==> src/rtl/norm_shifter32.sv <==
module norm_shifter32 #(
  parameter int W = 32
) (
  input  logic                 clk,
  input  logic                 rst_n,
  input  logic [W-1:0]         din,
  input  logic                 sign_in,
  input  logic [$clog2(W)-1:0] shamt_in,
  input  logic                 dir_right,
  input  logic                 fill_mode,
  input  logic                 norm_en,
  input  logic                 hi_half,
  input  logic                 out_en,
  output logic [W/2-1:0]       dout,
  output logic                 dout_vld,
  output logic [$clog2(W)-1:0] lead_cnt
);
  localparam int SW = $clog2(W);
  localparam int HW = W / 2;
  localparam int XW = SW + 2;

  logic [W-1:0]   enc_in;
  logic [SW-1:0]  lead;
  logic [SW-1:0]  code;
  logic [2*W-1:0] dbl;
  logic [3*W-1:0] ext;
  logic [XW-1:0]  low_idx;
  logic [W-1:0]   rot, fil, shifted;

  assign enc_in = din ^ {W{sign_in}};

  always_comb begin
    lead = SW'(W-1);
    for (int i = 0; i < W; i++)
      if (enc_in[i]) lead = SW'(W-1-i);
  end

  assign code    = norm_en ? lead : shamt_in;
  assign dbl     = {din, din} << code;
  assign rot     = dbl[2*W-1:W];
  assign ext     = {{W{sign_in}}, din, {W{1'b0}}};
  assign low_idx = (dir_right ? XW'(2*W) : XW'(W)) - XW'(code);
  assign fil     = W'(ext >> low_idx);
  assign shifted = fill_mode ? fil : rot;

  always_ff @(posedge clk) begin
    if (!rst_n) begin
      dout     <= '0;
      dout_vld <= 1'b0;
      lead_cnt <= '0;
    end else begin
      dout     <= out_en ? (hi_half ? shifted[W-1:HW] : shifted[HW-1:0]) : '0;
      dout_vld <= out_en;
      lead_cnt <= lead;
    end
  end


  oe_off_chk: assert property (@(posedge clk) disable iff (!rst_n)
    !out_en |=> (dout == '0) && !dout_vld);


  lead_bit_chk: assert property (@(posedge clk) disable iff (!rst_n)
    ((din ^ {W{sign_in}}) != '0) |=>
      (($past(din ^ {W{sign_in}}) >> (SW'(W-1) - lead_cnt)) == W'(1)));


  lead_zero_chk: assert property (@(posedge clk) disable iff (!rst_n)
    (din == {W{sign_in}}) |=> lead_cnt == SW'(W-1));


  pass_thru_chk: assert property (@(posedge clk) disable iff (!rst_n)
    (out_en && !norm_en && shamt_in == '0 && !fill_mode) |=>
      dout == $past(hi_half ? din[W-1:HW] : din[HW-1:0]));


  full_right_chk: assert property (@(posedge clk) disable iff (!rst_n)
    (out_en && !norm_en && shamt_in == '0 && fill_mode && dir_right) |=>
      dout == {HW{$past(sign_in)}});
endmodule

==> config.mk <==
export PLATFORM = sky130hd
export DESIGN_NAME = norm_shifter32
export DESIGN_NICKNAME = d
export VERILOG_FILES = /design/src/rtl/norm_shifter32.sv
export SDC_FILE = /design/constraint.sdc
export NUM_CORES = 1
export LEC_CHECK = 0
export BUFFER_PORTS_ARGS = -buffer_cell sky130_fd_sc_hd__buf_2
export CORE_MARGIN = 2
export CORE_UTILIZATION = 63
export DETAILED_ROUTE_END_ITERATION = 6
export GPL_TIMING_DRIVEN = 0
export PLACE_DENSITY = 0.84
export SLEW_MARGIN = 10
export SYNTH_ARGS = -nofsm -noshare
export SYNTH_HDL_FRONTEND = slang
export SYNTH_SLANG_ARGS = --single-unit
==> constraint.sdc <==
create_clock -name clk -period 6.6 [get_ports clk]
set_input_delay 0.33 -clock clk [delete_from_list [all_inputs] [get_ports clk]]
set_output_delay 0.33 -clock clk [all_outputs]
set_load 0.05 [all_outputs]
**After elaboration in Yosys (flattened, before gate mapping)**

Index checks and enable logic that the tools add are counted.

- Reduce and logical (&&, ||, !) cells: 1
- Shifts and indexed selects: 2
- Bitwise gates (word level): 1
- Add/subtract/negate cells: 1
- Multiplexer cells: 35

Operator list:

| operator | number |
|---|---|
| 2-to-1 mux 5 bit | 31 |
| right shift 96 x 7 -> 32 bit | 1 |
| left shift 64 x 5 -> 64 bit | 1 |
| 2-to-1 mux 32 bit | 1 |
| bitwise XOR 32 bit | 1 |
| 2-to-1 mux 16 bit | 1 |
| 2-to-1 mux 7 bit | 1 |
| subtractor 7 x 5 -> 7 bit | 1 |
| AND reduction 2 bit | 1 |
| 2-to-1 mux 1 bit | 1 |

- Word-level logic and storage cells: 43
- Register bits after elaboration: 22
- Input port bits: 45

**Logic depth before layout (Yosys ltp)**

- Word-level depth: 37
- Gate-level depth with buffers: 26

**Least setup slack after synthesis**

OpenSTA, ideal clock, no wires.

- Path type: input -> register
- Start point: input din[16]
- End point: register dout[7]
- Arrival time: 5.170 ns
- Data required time: 6.514 ns
- Stages on the path: 21
- Setup time: 0.086 ns
- Path slack: 1.344 ns
- Cell sequence: clkbuf_1 or4_1 a211o_1 o211ai_1 a21o_2 a21oi_4 inv_4 buf_6 buf_2 buf_2 ha_1 clkbuf_1 inv_1 buf_1 clkbuf_1 clkbuf_1 mux4_2 nor3_1 nor2_1 o221a_1 a211oi_1

- Word-level cells in the longest chain between the ends: 22
- Elaborated cells between the ends (all ways): 23

Ends and longest elaborated chain:

| what | line | source |
|---|---|---|
| start: declaration | 6 | `input logic [W-1:0] din,` |
| bitwise XOR 32 bit | 30 | `assign enc_in = din ^ {W{sign_in}};` |
| 2-to-1 mux 5 bit (16 in series) | 35 | `if (enc_in[i]) lead = SW'(W-1-i);` |
| 2-to-1 mux 5 bit | 38 | `assign code = norm_en ? lead : shamt_in;` |
| subtractor 7 x 5 -> 7 bit | 42 | `assign low_idx = (dir_right ? XW'(2*W) : XW'(W)) - XW'(code);` |
| right shift 96 x 7 -> 32 bit | 43 | `assign fil = W'(ext >> low_idx);` |
| 2-to-1 mux 32 bit * | 44 | `assign shifted = fill_mode ? fil : rot;` |
| 2-to-1 mux 16 bit * | 52 | `dout <= out_en ? (hi_half ? shifted[W-1:HW] : shifted[HW-1:0]) : '0;` |
| end signal: assignment | 52 |  |
| end: declaration | 14 | `output logic [W/2-1:0] dout,` |

Mark *: on every way between the ends. The rest lies on a longest branch, timed or not.
A chain may end at the register's enable or synchronous reset.

**Worst setup path in the final report**

- Start point: input sign_in
- End point: register dout[11]

- Word-level cells in the longest chain between the ends: 37
- Elaborated cells between the ends (all ways): 38

Ends and longest elaborated chain:

| what | line | source |
|---|---|---|
| start: declaration | 7 | `input logic sign_in,` |
| bitwise XOR 32 bit | 30 |  |
| 2-to-1 mux 1 bit | 35 |  |
| 2-to-1 mux 5 bit (30 in series) | 35 |  |
| 2-to-1 mux 5 bit | 38 |  |
| subtractor 7 x 5 -> 7 bit | 42 |  |
| right shift 96 x 7 -> 32 bit | 43 |  |
| 2-to-1 mux 32 bit * | 44 |  |
| 2-to-1 mux 16 bit * | 52 |  |

Marked as above.

==> results.md <==
- Min Clock Period, post-route: approximately 6.6 ns
- Cts bufs inserted: 3
- Dpl cells: approximately 1100
- IO Port Bufs: 60
- Layout cells sized above 1: 22.2%
- Multiplexer area fraction after synthesis: 31.4%
- Row count: 39
- Vias/cell: 8.33
- Iteration-0 DRC Markers: between 1500 and 2000
- Setup crit end kind: flop
- Slew HR: 23.8%
- Largest family of logic cells by synthesized area: compound AO/OA/AOI/OAI gates
- Share of the synthesized area in the top cell type: ~16%
- Initial antenna violation count: 0
- Seq/Total Area, Yosys: 6.12%
- Failing checks: design-rule violations
- Syn Nets: 975
- Max-cap violations: 0
- Cell area after synthesis: 7200 um^2
- Fillers: a little under 1000
- CTS max path bufs: 2
- Hold Vio Cnt, Final: 0
- Die height: about 110 um
- Total power: approximately 1.5 mW
- WP data arrival: 6.79 ns
- Worst-margin pin slew: 1.14 ns
- Crit path launch type: input port
- Comb power frac: around 78%
- Crit-path max FO: 10
- CTS H-tree depth: 1
- Worst Hold Class: input port to flop
- Post-synthesis simple-gate area fraction: approximately a fifth
- Compound-Gate Fraction of Synth Area: 33.5%
- Routed WL per cell: just over 30 um
- Switching power: roughly 0.82 mW
- I/O pins: between 60 and 70
- Ys Warns: 0
- Root buffer cell: clkbuf_16
- Number of synthesized flops with an enable pin: 0
- Mapped Cells: around 930
- Post-Synth XOR/XNOR Area: less than 1%
- Diodes inserted: 0
- Die X: 111 um
- Vias in the first global route: between 8000 and 9000
- Count of pins over their slew limit: 0
- Cell taking the most area after synthesis: mux2i_1
- Placer Congestion: about 1.1
- Achievable Freq: 152 MHz
- Unrepaired setup endpoints after global routing: false
- DP HPWL: about 26 mm
- Cell Pwr Density: approximately 190 nW/um^2
- Hold path cells: 3
- HP Start: rst_n
- Cts hold-fix bufs: 0
- Status: finished with violations
- Largest net degree at the start of global routing: 14
- Yosys reg bits: 22
- Synth Area in Adders: less than 1%
- ANT nets after route: 0
- Total GRT Usage: 54.9%
- WS Path Type: input port to flop
- Avg Inst Size Synth: between 7 and 8 um^2
- Worst endpoint required time: ~6.8 ns
- Sink Count: 22
- Hold EP: lead_cnt[3]$_SDFF_PN0_
- Core ar.: 11300 um^2
- FF+latch area: 440 um^2
- Top post-synthesis cells by area: mux2i_1 (16%), mux4_2 (11%), dfxtp_1 (6.1%), mux2_2 (4.1%), nand2_1 (3.5%)
- Worst-path clk slew: about 0.080 ns
- Overflow after GRT: 0
- Global-route wire length before repair: 52.3 mm
- Crit path from: sign_in
- Leak Pwr: 3.06 nW
- Area Overhead vs Synth: 8.49%
- Switching Share: roughly 56%
- Synth Flop Type: dfxtp_1
- Ys async rst share: 0%
- Post-synth cell types: 100
- Crit share post-route: 99.7%
- Total wire length: 35.0 mm
- Initial core utilization: 63.8%
- CTS tree: done
- Nets@finish: approximately 1000
- # setup viols final: 0
- Non-Filler Instances: 1132
- DIE AREA: between 10000 and 15000 um^2
- Int Pwr: approximately 0.65 mW
- Vias: between 9000 and 10000
- Maximum vdd ir drop: ~0.00013 V
- Multi-input logic area: a little over 6000 um^2
- Detailed Routing Iterations Pass 1: 7
- Post-route DRC: 10
- Clock share of power: 12.6%
- Reg power frac: slightly below 10%
[state kept, by name, summed over array words and instances (netlist names)]
signal    cells
lead_cnt      5
dout         16
dout_vld      1
[synthesized netlist by cell type, types with 5 or more instances]
cell type  count
a311oi_1       6
buf_2         23
mux2_2        26
and2_1        11
o21ai_1       10
or4_1          5
dfxtp_1       22
o221ai_1       8
nor2b_1        8
nand2_1       67
a211o_1       14
buf_6          6
nand2b_1       6
a2111oi_0      5
nor4_1         7
a211oi_1      22
nor2_1        55
o211a_1        6
a22oi_1        6
mux4_2        35
a31oi_1       15
o21ai_0       49
or2_2          6
o22ai_1       15
inv_1         18
a21o_1         8
and3_1         7
nand3_1       33
clkbuf_1      60
a21oi_1       47
buf_1          5
o32ai_1        5
o31ai_1       12
nor3_1        28
mux2i_1      112
nand4_1       14
or3_1         11
o211ai_1      20
[critical path, stage by stage]
cell and delay, ns:
buf_2 0.11, buf_4 0.17, buf_6 0.16, buf_2 0.27
nand2_1 0.08, o32ai_1 0.46, and3_1 0.35, a21oi_4 0.16
inv_4 0.12, buf_6 0.20, buf_2 0.31, buf_2 0.33
ha_1 0.33, clkbuf_2 0.33, nand2b_1 0.18, a21boi_2 0.46
nand3_4 0.26, buf_8 0.23, buf_2 0.19, mux2i_1 0.20
mux2i_1 0.25, o22ai_1 0.11, a2111oi_0 0.95, a211o_1 0.18
[metal layers]
metal | share of wire, % | track usage [%]
met4 | 11 | 43.3
met1 | 33 | 67.7
met5 | 0 | 0
met2 | 39 | 78.4
met3 | 17 | 17.8
[layout by cell type, fill, tap and decap left out, types with 9 or more instances in the layout]
master	netlist	final
a211o_1	14	14
a211oi_1	22	20
a21oi_1	47	47
a31oi_1	15	15
and2_1	11	11
buf_2	23	84
clkbuf_1	60	54
dfxtp_1	22	22
inv_1	18	18
mux2_2	26	26
mux2i_1	112	112
mux4_2	35	35
nand2_1	67	67
nand3_1	33	33
nand4_1	14	14
nor2_1	55	55
nor3_1	28	28
o211ai_1	20	20
o21ai_0	49	49
o21ai_1	10	9
o22ai_1	15	15
o31ai_1	12	12
or3_1	11	11
[worst max-delay path by stage]
stage | to | cells after the start
6_report | dout[11]$_SDFF_PN0_ | 24
5_1_grt | dout[10]$_SDFF_PN0_ | 23
2_1_floorplan | dout[7]$_SDFF_PN0_ | 21
3_5_place_dp | dout[10]$_SDFF_PN0_ | 22
4_1_cts | dout[2]$_SDFF_PN0_ | 22
3_3_place_gp | dout[10]$_SDFF_PN0_ | 22
[kinds of logic (layout without fill, tap and decap cells)]
kind of cell	after synthesis	count (layout)
adder cells (fa/ha/maj)	1	1
XOR/XNOR	4	4
buffers and inverters	121	181
flip-flops	22	22
AND/OR/NAND/NOR	281	281
AO/OA/AOI/OAI	323	323
multiplexers	177	177
[what timing repair did]
item	in CTS	in global routing
resized for setup	1	15
buffers inserted	0	0
endpoints found under the setup margin	1	15
pin swaps	0	0
[stage by stage]
stage	cell area (um^2)	TNS (ns)	setup WS (ns)	util, %	hold slack [ns]
3_5_place_dp	7670	-1.53	-0.326	68.1	0.624
5_1_grt	7810	0	0.0600	69.3	0.350
3_3_place_gp	7670	-1.45	-0.341	68.1	0.596
4_1_cts	7780	0	0.0204	69.0	0.339
6_report	7810	0	0.0180	69.3	0.332
2_1_floorplan	7200	0	1.34	-	0.452
[cell type report]
class / instances / area share, %
Multi-Input combinational cell: 786 / 79.9
Buffer: 94 / 5.83
Sequential cell: 22 / 5.64
Timing Repair Buffer: 60 / 3.85
Tap cell: 143 / 2.29
Inverter: 23 / 1.15
Clock buffer: 3 / 0.962
Clock inverter: 1 / 0.385
[power groups by stage]
stage	Clock, mW	Sequential, mW	Combinational (mW)
floorplan	0	0.186	0.698
global placement	0	0.148	1.04
detailed placement	0	0.148	1.04
CTS	0.181	0.145	1.05
global route	0.190	0.146	1.16
finish	0.185	0.145	1.14
Note: power is estimated with default switching activity, not from simulation.
